===== config.mk =====
export PLATFORM = sky130hd
export DESIGN_NAME = rxthr_bus_arb
export DESIGN_NICKNAME = d
export VERILOG_FILES = /design/src/rtl/rxthr_arb_pkg.sv /design/src/rtl/rxthr_ctrl_decode.sv /design/src/rtl/rxthr_fill_band.sv /design/src/rtl/rxthr_grant_fsm.sv /design/src/rtl/rxthr_bus_arb.sv
export SDC_FILE = /design/constraint.sdc
export NUM_CORES = 1
export LEC_CHECK = 0
export BUFFER_PORTS_ARGS = -buffer_cell sky130_fd_sc_hd__buf_2
export CORE_UTILIZATION = 47
export CTS_CLUSTER_SIZE = 12
export DETAILED_ROUTE_END_ITERATION = 10
export HOLD_SLACK_MARGIN = 0.1
export PLACE_DENSITY = 0.76
export REMOVE_ABC_BUFFERS = 1
export SLEW_MARGIN = 10
export SYNTH_ARGS = -nofsm -noshare
export SYNTH_HDL_FRONTEND = slang
export SYNTH_SLANG_ARGS = --single-unit

===== constraint.sdc =====
create_clock -name clk -period 3.1 [get_ports clk]
set_input_delay 0.465 -clock clk [delete_from_list [all_inputs] [get_ports clk]]
set_output_delay 0.465 -clock clk [all_outputs]
set_load 0.01 [all_outputs]

===== src/rtl/rxthr_arb_pkg.sv =====
package rxthr_arb_pkg;
  localparam int CTRL_W = 16;
  localparam int CAP_W  = 7;
  localparam int CNT_W  = CAP_W + 1;
  localparam int BL_W   = 5;

  // control word field positions (software-visible)
  localparam int F_CAP_HI = 15;
  localparam int F_CAP_LO = 14;
  localparam int F_EN     = 9;
  localparam int F_HI_HI  = 8;
  localparam int F_HI_LO  = 6;
  localparam int F_LO_HI  = 5;
  localparam int F_LO_LO  = 3;

  typedef enum logic [1:0] {
    OWN_NONE = 2'd0,
    OWN_RX   = 2'd1,
    OWN_TX   = 2'd2
  } owner_t;

  function automatic logic [BL_W-1:0] beats_from_sizes(input logic [2:0] sz);
    if (sz[2])      return BL_W'(16);
    else if (sz[1]) return BL_W'(8);
    else if (sz[0]) return BL_W'(4);
    else            return BL_W'(1);
  endfunction
endpackage


===== src/rtl/rxthr_ctrl_decode.sv =====
module rxthr_ctrl_decode
  import rxthr_arb_pkg::*;
#(
  parameter int FIFO_DEPTH = 64,
  parameter int LVL_W      = $clog2(FIFO_DEPTH + 1)
) (
  input  logic              clk,
  input  logic              rst,
  input  logic [CTRL_W-1:0] ctrl,
  output logic              thr_en,
  output logic [LVL_W-1:0]  hi_lvl,
  output logic [LVL_W-1:0]  lo_lvl,
  output logic              cap_lim,
  output logic [CAP_W-1:0]  cap_beats,
  output logic [BL_W-1:0]   burst_len
);
  localparam int EIGHTH = FIFO_DEPTH / 8;

  logic unused_ctrl_bits;
  assign unused_ctrl_bits = ^ctrl[13:10];

  assign thr_en = ctrl[F_EN];
  assign hi_lvl = LVL_W'(ctrl[F_HI_HI:F_HI_LO]) * LVL_W'(EIGHTH);
  assign lo_lvl = LVL_W'(ctrl[F_LO_HI:F_LO_LO]) * LVL_W'(EIGHTH);

  always_comb begin
    case (ctrl[F_CAP_HI:F_CAP_LO])
      2'd2:    begin cap_lim = 1'b1; cap_beats = CAP_W'(32); end
      2'd3:    begin cap_lim = 1'b1; cap_beats = CAP_W'(64); end
      default: begin cap_lim = 1'b0; cap_beats = '0;         end
    endcase
  end

  always_ff @(posedge clk) begin
    if (rst) burst_len <= BL_W'(1);
    else     burst_len <= beats_from_sizes(ctrl[2:0]);
  end

  assert_beats_legal_R10: assert property (@(posedge clk) disable iff (rst)
    ($countones(burst_len) == 1) && (burst_len != BL_W'(2)));

  assert_beats_follow_R10: assert property (@(posedge clk) disable iff (rst)
    ctrl[2] |=> (burst_len == BL_W'(16)));
endmodule


===== src/rtl/rxthr_fill_band.sv =====
module rxthr_fill_band #(
  parameter int LVL_W = 7
) (
  input  logic             clk,
  input  logic             rst,
  input  logic             thr_en,
  input  logic [LVL_W-1:0] level,
  input  logic [LVL_W-1:0] hi_lvl,
  input  logic [LVL_W-1:0] lo_lvl,
  output logic             rx_prio
);
  logic at_high, at_low;
  assign at_high = (level >= hi_lvl);
  assign at_low  = (level <= lo_lvl);

  always_ff @(posedge clk) begin
    if (rst || !thr_en) rx_prio <= 1'b0;
    else if (at_high)   rx_prio <= 1'b1;   // setting wins over clearing
    else if (at_low)    rx_prio <= 1'b0;
  end

  assert_prio_set_R3: assert property (@(posedge clk) disable iff (rst)
    (thr_en && level >= hi_lvl) |=> rx_prio);

  assert_prio_clear_R4: assert property (@(posedge clk) disable iff (rst)
    (thr_en && level <= lo_lvl && level < hi_lvl) |=> !rx_prio);

  assert_prio_hold_R4: assert property (@(posedge clk) disable iff (rst)
    (thr_en && level > lo_lvl && level < hi_lvl) |=> $stable(rx_prio));

  assert_prio_off_R5: assert property (@(posedge clk) disable iff (rst)
    !thr_en |=> !rx_prio);
endmodule


===== src/rtl/rxthr_grant_fsm.sv =====
module rxthr_grant_fsm
  import rxthr_arb_pkg::*;
(
  input  logic             clk,
  input  logic             rst,
  input  logic             rx_prio,
  input  logic             rx_req,
  input  logic             tx_req,
  input  logic             rx_done,
  input  logic             tx_done,
  input  logic             cap_lim,
  input  logic [CAP_W-1:0] cap_beats,
  input  logic [BL_W-1:0]  burst_len,
  output logic             rx_gnt,
  output logic             tx_gnt
);
  owner_t           owner_q, pick;
  logic             last_rx_q;
  logic [CNT_W-1:0] used_q, used_next;
  logic             cur_req, cur_done, over_cap;

  // choice made by an idle arbiter
  always_comb begin
    pick = OWN_NONE;
    if (rx_prio) begin
      if (rx_req)      pick = OWN_RX;
      else if (tx_req) pick = OWN_TX;
    end else if (rx_req && tx_req) begin
      pick = last_rx_q ? OWN_TX : OWN_RX;
    end else if (rx_req) begin
      pick = OWN_RX;
    end else if (tx_req) begin
      pick = OWN_TX;
    end
  end

  always_comb begin
    cur_req   = (owner_q == OWN_RX) ? rx_req  : tx_req;
    cur_done  = (owner_q == OWN_RX) ? rx_done : tx_done;
    used_next = used_q + CNT_W'(burst_len);
    over_cap  = cap_lim && ((used_next + CNT_W'(burst_len)) > CNT_W'(cap_beats));
  end

  always_ff @(posedge clk) begin
    if (rst) begin
      owner_q   <= OWN_NONE;
      last_rx_q <= 1'b0;
      used_q    <= '0;
    end else begin
      case (owner_q)
        OWN_NONE: begin
          owner_q <= pick;
          used_q  <= '0;
          if (pick == OWN_RX) last_rx_q <= 1'b1;
          if (pick == OWN_TX) last_rx_q <= 1'b0;
        end
        default: begin
          if (cur_done) begin
            if (cap_lim) used_q <= used_next;
            if (!cur_req || over_cap) owner_q <= OWN_NONE;
          end
        end
      endcase
    end
  end

  assign rx_gnt = (owner_q == OWN_RX);
  assign tx_gnt = (owner_q == OWN_TX);

  assert_rx_needs_req_R2: assert property (@(posedge clk) disable iff (rst)
    $rose(rx_gnt) |-> $past(rx_req));

  assert_tx_needs_req_R2: assert property (@(posedge clk) disable iff (rst)
    $rose(tx_gnt) |-> $past(tx_req));

  assert_hold_rx_R7: assert property (@(posedge clk) disable iff (rst)
    (rx_gnt && !rx_done) |=> rx_gnt);

  assert_hold_tx_R7: assert property (@(posedge clk) disable iff (rst)
    (tx_gnt && !tx_done) |=> tx_gnt);

  assert_used_in_cap_R8: assert property (@(posedge clk) disable iff (rst)
    (cap_lim && (rx_gnt || tx_gnt)) |-> (used_q <= CNT_W'(cap_beats)));

  assert_prio_wins_R3: assert property (@(posedge clk) disable iff (rst)
    (!rx_gnt && !tx_gnt && rx_prio && rx_req) |=> rx_gnt);

  assert_rr_turn_R6: assert property (@(posedge clk) disable iff (rst)
    (!rx_gnt && !tx_gnt && !rx_prio && rx_req && tx_req && last_rx_q) |=> tx_gnt);
endmodule


===== src/rtl/rxthr_bus_arb.sv =====
module rxthr_bus_arb
  import rxthr_arb_pkg::*;
#(
  parameter int FIFO_DEPTH = 64,
  parameter int LVL_W      = $clog2(FIFO_DEPTH + 1)
) (
  input  logic              clk,
  input  logic              rst,
  input  logic [CTRL_W-1:0] ctrl,
  input  logic [LVL_W-1:0]  rx_level,
  input  logic              rx_req,
  input  logic              tx_req,
  input  logic              rx_done,
  input  logic              tx_done,
  output logic              rx_gnt,
  output logic              tx_gnt,
  output logic [BL_W-1:0]   burst_len
);
  logic             thr_en, cap_lim, rx_prio;
  logic [LVL_W-1:0] hi_lvl, lo_lvl;
  logic [CAP_W-1:0] cap_beats;

  rxthr_ctrl_decode #(.FIFO_DEPTH(FIFO_DEPTH), .LVL_W(LVL_W)) u_dec (
    .clk(clk), .rst(rst), .ctrl(ctrl), .thr_en(thr_en),
    .hi_lvl(hi_lvl), .lo_lvl(lo_lvl), .cap_lim(cap_lim),
    .cap_beats(cap_beats), .burst_len(burst_len)
  );

  rxthr_fill_band #(.LVL_W(LVL_W)) u_band (
    .clk(clk), .rst(rst), .thr_en(thr_en), .level(rx_level),
    .hi_lvl(hi_lvl), .lo_lvl(lo_lvl), .rx_prio(rx_prio)
  );

  rxthr_grant_fsm u_fsm (
    .clk(clk), .rst(rst), .rx_prio(rx_prio), .rx_req(rx_req),
    .tx_req(tx_req), .rx_done(rx_done), .tx_done(tx_done),
    .cap_lim(cap_lim), .cap_beats(cap_beats), .burst_len(burst_len),
    .rx_gnt(rx_gnt), .tx_gnt(tx_gnt)
  );

  assert_one_owner_R2: assert property (@(posedge clk) disable iff (rst)
    !(rx_gnt && tx_gnt));
endmodule


# After elaboration in Yosys (flattened, before gate mapping)
# Index checks and enable logic that the tools add are counted.
# classes
add_sub_neg,2
order_cmp,3
n_eq_ne,6
mux,19
reduce_logical,18
# op_table
operator,count
adder 8 x 5 -> 8 bit,2
2-to-1 mux 2 bit,8
case mux 7 bit (2 select lines),1
2-to-1 mux 5 bit,2
"== test 2 bit, second input constant",4
> comparator 8 x 7 -> 1 bit,1
nonzero test 2 bit,4
>= comparator 7 x 6 -> 1 bit,1
less-or-equal comparator 7 x 6 -> 1 bit,1
2-to-1 mux 1 bit,7
AND reduction 2 bit,3
OR reduction 2 bit,3
"== test 2 x 1 -> 1 bit, second input constant",2
2-to-1 mux 3 bit,1
OR reduction 3 bit,1
logical AND 1 bit,2
zero test 1 bit,2
zero test 2 bit,1
logical OR 1 bit,2
# word_totals
regBits,17
word_cells,55

# Depth between registers and ports, before layout
# logic_depth
ltp_word,8
ltp_mapped,14
depth_no_buf,14

# Cells and area by module
# From an unflattened synthesis, not the netlist that was laid out.
# unflattened
hier_cells,240
hier_area_um2,1991.9
# modules_own_cells
mod,n_inst,cells_each,area_per_inst_um2,seq_area_each_um2
rxthr_grant_fsm,1,156,1315.0,220.2
rxthr_fill_band,1,50,379.1,20.0
rxthr_ctrl_decode,1,34,297.8,80.1

# Least setup slack after synthesis
# No wires, ideal clock.
# synth_timing
path_type,flip-flop to flip-flop
start,register u_dec.burst_len[0]
end,register u_fsm.owner_q[0]
setup_ns,0.092
arrival_ns,2.910
required_time_ns,3.008
path_slack_ns,0.098
stages_incl_launch_ff,15
cell_sequence,dfxtp_1 > ha_1 > ha_1 > xor2_1 > ha_1 > a31oi_1 > inv_1 > a21oi_1 > nor2b_1 > o21ai_0 > xor2_1 > ha_1 > nand3_1 > o32a_1 > o32ai_1
# synth_via
elab_chain_len,7
# synth_rtl
element,line,rtl
start: declaration,rxthr_ctrl_decode.sv:15,output logic [BL_W-1:0] burst_len
start signal: assignment,rxthr_ctrl_decode.sv:36,else burst_len <= beats_from_sizes(ctrl[2:0]);
adder 8 x 5 -> 8 bit,rxthr_grant_fsm.sv:40,used_next = used_q + CNT_W'(burst_len);
named net u_fsm.used_next[2],rxthr_grant_fsm.sv:19,"logic [CNT_W-1:0] used_q, used_next;"
adder 8 x 5 -> 8 bit,rxthr_grant_fsm.sv:41,over_cap = cap_lim && ((used_next + CNT_W'(burst_len)) > CNT_W'(cap_beats));
> comparator 8 x 7 -> 1 bit,rxthr_grant_fsm.sv:41,
logical AND 1 bit,rxthr_grant_fsm.sv:41,
logical OR 1 bit,rxthr_grant_fsm.sv:60,if (!cur_req || over_cap) owner_q <= OWN_NONE;
nonzero test 2 bit (no source line),n/a,
AND reduction 2 bit (no source line),n/a,
end signal: assignment,rxthr_grant_fsm.sv:52,owner_q <= pick;
end: declaration,rxthr_grant_fsm.sv:17,"owner_t owner_q, pick;"
# The timed path passes the listed nets, and every way through them passes these cells.
# A chain may end at the register's enable or synchronous reset.

# Final worst setup path
# layout_timing
start,register u_dec.burst_len[0]
end,register u_fsm.owner_q[1]
# Same word-level chain as after synthesis.

==> out/metrics.cfg <==
[synthesis]
post_synth.cell_area_avg_um2=8.750
ys_ff_latch=16
synth-compound-area-share_pct=17.20
netlist_top_cells_area=dfxtp_1 (25%), ha_1 (18%), xnor2_1 (5.4%), nor2b_1 (4.3%), nor2_1 (3.8%)
ys_types=44
synth_xor_area_share_pct=10.82
yosys.area_share.adder_pct=18.36
synth_area_um2=1295
synthSimpleGateAreaFrac_pct=21.35
synth_top_area_share_pct=24.73
ys_warn_count=0
syn-instance-count=148
synth_mux_area_share_pct=3.092
synth_top_family_by_area=simple AND/OR/NAND/NOR gates
ys_seq_area_share_pct=24.73
synth_top_area_cell=dfxtp_1

[critical_path]
regToRegSetupSlack_ps=140
r2r_start=u_dec.burst_len[0]
rr_endpoint=u_fsm.owner_q[1]
setup.worst_path.start=u_dec.burst_len[0]
cp-end-kind=register
crit_path_end=u_fsm.owner_q[1]
crit_path_max_fanout=3
worst_ep_arrival_time_ps=3170
startpoint_type=register
worst-r2r-cell-count=13
crit_required_ps=3310
path_class=register to register

[die]
ioPinCount=36
die_area_um2=2969
start_util_pct=50.88
die_h_um=54.49
fp.dieW_um=54.49
rows=18
core_um2=2545

[placed_design]
dp_hpwl_mm=2.271
postPlaceCellArea_um2=1489
port_buffers=30
place_inst=208
gp_congestion=0.7752

[clocking]
clock-sinks=16
cts_buffers=3
ctsLongestPathBuffers=2
clkSlewWorstSetupHoldPaths_ps=110
cts_root_buf=clkbuf_4
clkLatencyLatePin_ps=300
cts_tree=done
cts-htree-levels=1

[drt]
via_per_inst=5.458
final_antenna_net_count=0
post-route-drc-count=0
finalWirelength_mm=2.969
drt-wirelength-per-cell_um=13.75
dr.pass1.iters=4
drt_iter0_drc=12
vias=1179

[timing]
fin_crit_sh_pct=95.45
relSlewSlack_pct=45.23
skew_ps=7.795
setup_violations=0
clock.fmax_mhz=338.0
worst_pin_slew_ps=819.8
slew_viol_final=0
period_minus_slack_ps=2959
final_hold_viol_count=0

[flow_run]
max_cap_violations=0

[min_path]
min_path_type=primary input to register
min-delay-start=ctrl[1]

[global_route]
grt_antenna_before_repair=0
grt_pass1_vias=1074
grt_pass1_wl_mm=4.602
grt.total_usage_pct=22.38
overflow=0
grt_util_met1_pct=25.83
grt_max_degree=12
grtUsageMet3_pct=5.000
use_met2_pct=40.04
top_usage_layer=met2

[final_layout]
nNetsFinal=235
syn_to_final_growth_pct=26.47
most-common-layout-cells=buf_2 (30), ha_1 (15), dfxtp_1 (14), nor2_1 (13)
multi_input_area_um2=1001
antenna_cells=0
layout_commonest_cell=buf_2
stdcell_area_um2=1638
stdcell_count=216
drive_above_1_share_pct=34.41
seq_area_um2=322.8
n_fill_cell=234

[power]
pwr_density_cell_nw_per_um2=333.5
leakagePower_nw=0.7378
vdd_drop_max_mv=0.3019

[outcome]
status=complete, no violations

[cell families (layout without fill, tap and decap cells)]
logic type | count (synthesis) | count (layout)
compound gates | 31 | 31
xor+xnor | 13 | 13
fa+ha+maj | 19 | 19
buf+inv | 12 | 50
flops | 16 | 16
mux | 4 | 4
other cells | 1 | 1
simple gates | 52 | 52
[worst min path at each step]
stage,to,slack (ps),cells past startpoint
after floorplan,u_fsm.used_q[2],460,2
after global placement,u_fsm.used_q[4],480,2
after detailed placement,u_fsm.used_q[4],510,2
after CTS,u_dec.burst_len[2],340,2
after global routing,u_dec.burst_len[2],350,2
final,u_dec.burst_len[2],340,2
[flip-flops by register name (all words and copies together) (netlist names)]
signal and flops:
u_band.rx_prio 1, u_fsm.owner_q 2, u_fsm.last_rx_q 1, u_fsm.used_q 8
u_dec.burst_len 4
[per-stage QoR]
step	util (%)	TNS, ps	setup WS [ps]	hold WS, ps	total power (W)
2_1_floorplan	-	0	97.63	464.6	0.0003308
5_1_grt	64.36	-0.1101	-0.1101	349.9	0.0005754
6_report	64.36	0	141.1	340.8	0.0005461
3_5_place_dp	58.51	-107.5	-79.48	508.3	0.0003850
4_1_cts	61.36	0	1.516	343.4	0.0005370
3_3_place_gp	58.51	-3.527	-3.527	478.9	0.0003752
[what timing repair did]
action,CTS,global route
hold buffers,0,0
endpoints found under the setup margin,2,2
pin swaps,4,7
buffers inserted,2,2
resized for setup,6,11
[cell type report]
cell class              instances  area share [%]
flip-flops and latches         16           19.71
multi-input cells             120           61.12
repair buffers                 38           12.83
inverters                       8           1.833
well taps                      30           2.292
clock buffers                   4           2.215
[synthesized netlist by cell type, drive strengths merged]
cell     count
nor4b        1
buf          4
nand2b       5
nor3b        1
o32ai        1
and3         2
a311oi       1
a21oi        5
inv          8
nor2b        9
and2         1
ha          19
o41ai        1
xor2         3
nor3         4
a32oi        1
a211oi       4
o21ai        7
conb         1
nor2        13
xnor2       10
or2          2
or2b         1
o21a         1
nand4        1
o32a         1
o2bb2ai      2
a21o         1
and3b        1
dfxtp       16
nand3b       1
a221o        1
a41oi        1
a21boi       2
mux2i        4
a31oi        2
nand3        1
nand2        9
[layer usage]
| metal | up-vias | wire (um) |
|---|---|---|
| met4 | 0 | 38 |
| met1 | 550 | 1327 |
| met2 | 28 | 1489 |
| met3 | 4 | 112 |
| li1 | 597 | - |
| met5 | - | 0 |
[power breakdown]
group	switching [W]	total (W)	internal [W]	leakage [nW]
clock network	0.0000766	0.000148	0.0000717	0.0210
logic	0.0000856	0.000167	0.0000812	0.585
registers	0.0000125	0.000231	0.000218	0.132
total	0.000175	0.000546	0.000371	0.738
[worst max-delay path: stages, from the launching register on]
cell and delay (ps):
dfxtp_1 330, ha_2 210, ha_2 200, a21o_1 200
a21oi_2 200, xnor2_2 160, ha_1 290, a21oi_1 150
o21ai_1 110, xnor2_1 140, ha_1 280, nand3_1 70
o32a_1 340, o41ai_2 200
Power figures use the tool's default switching activity.
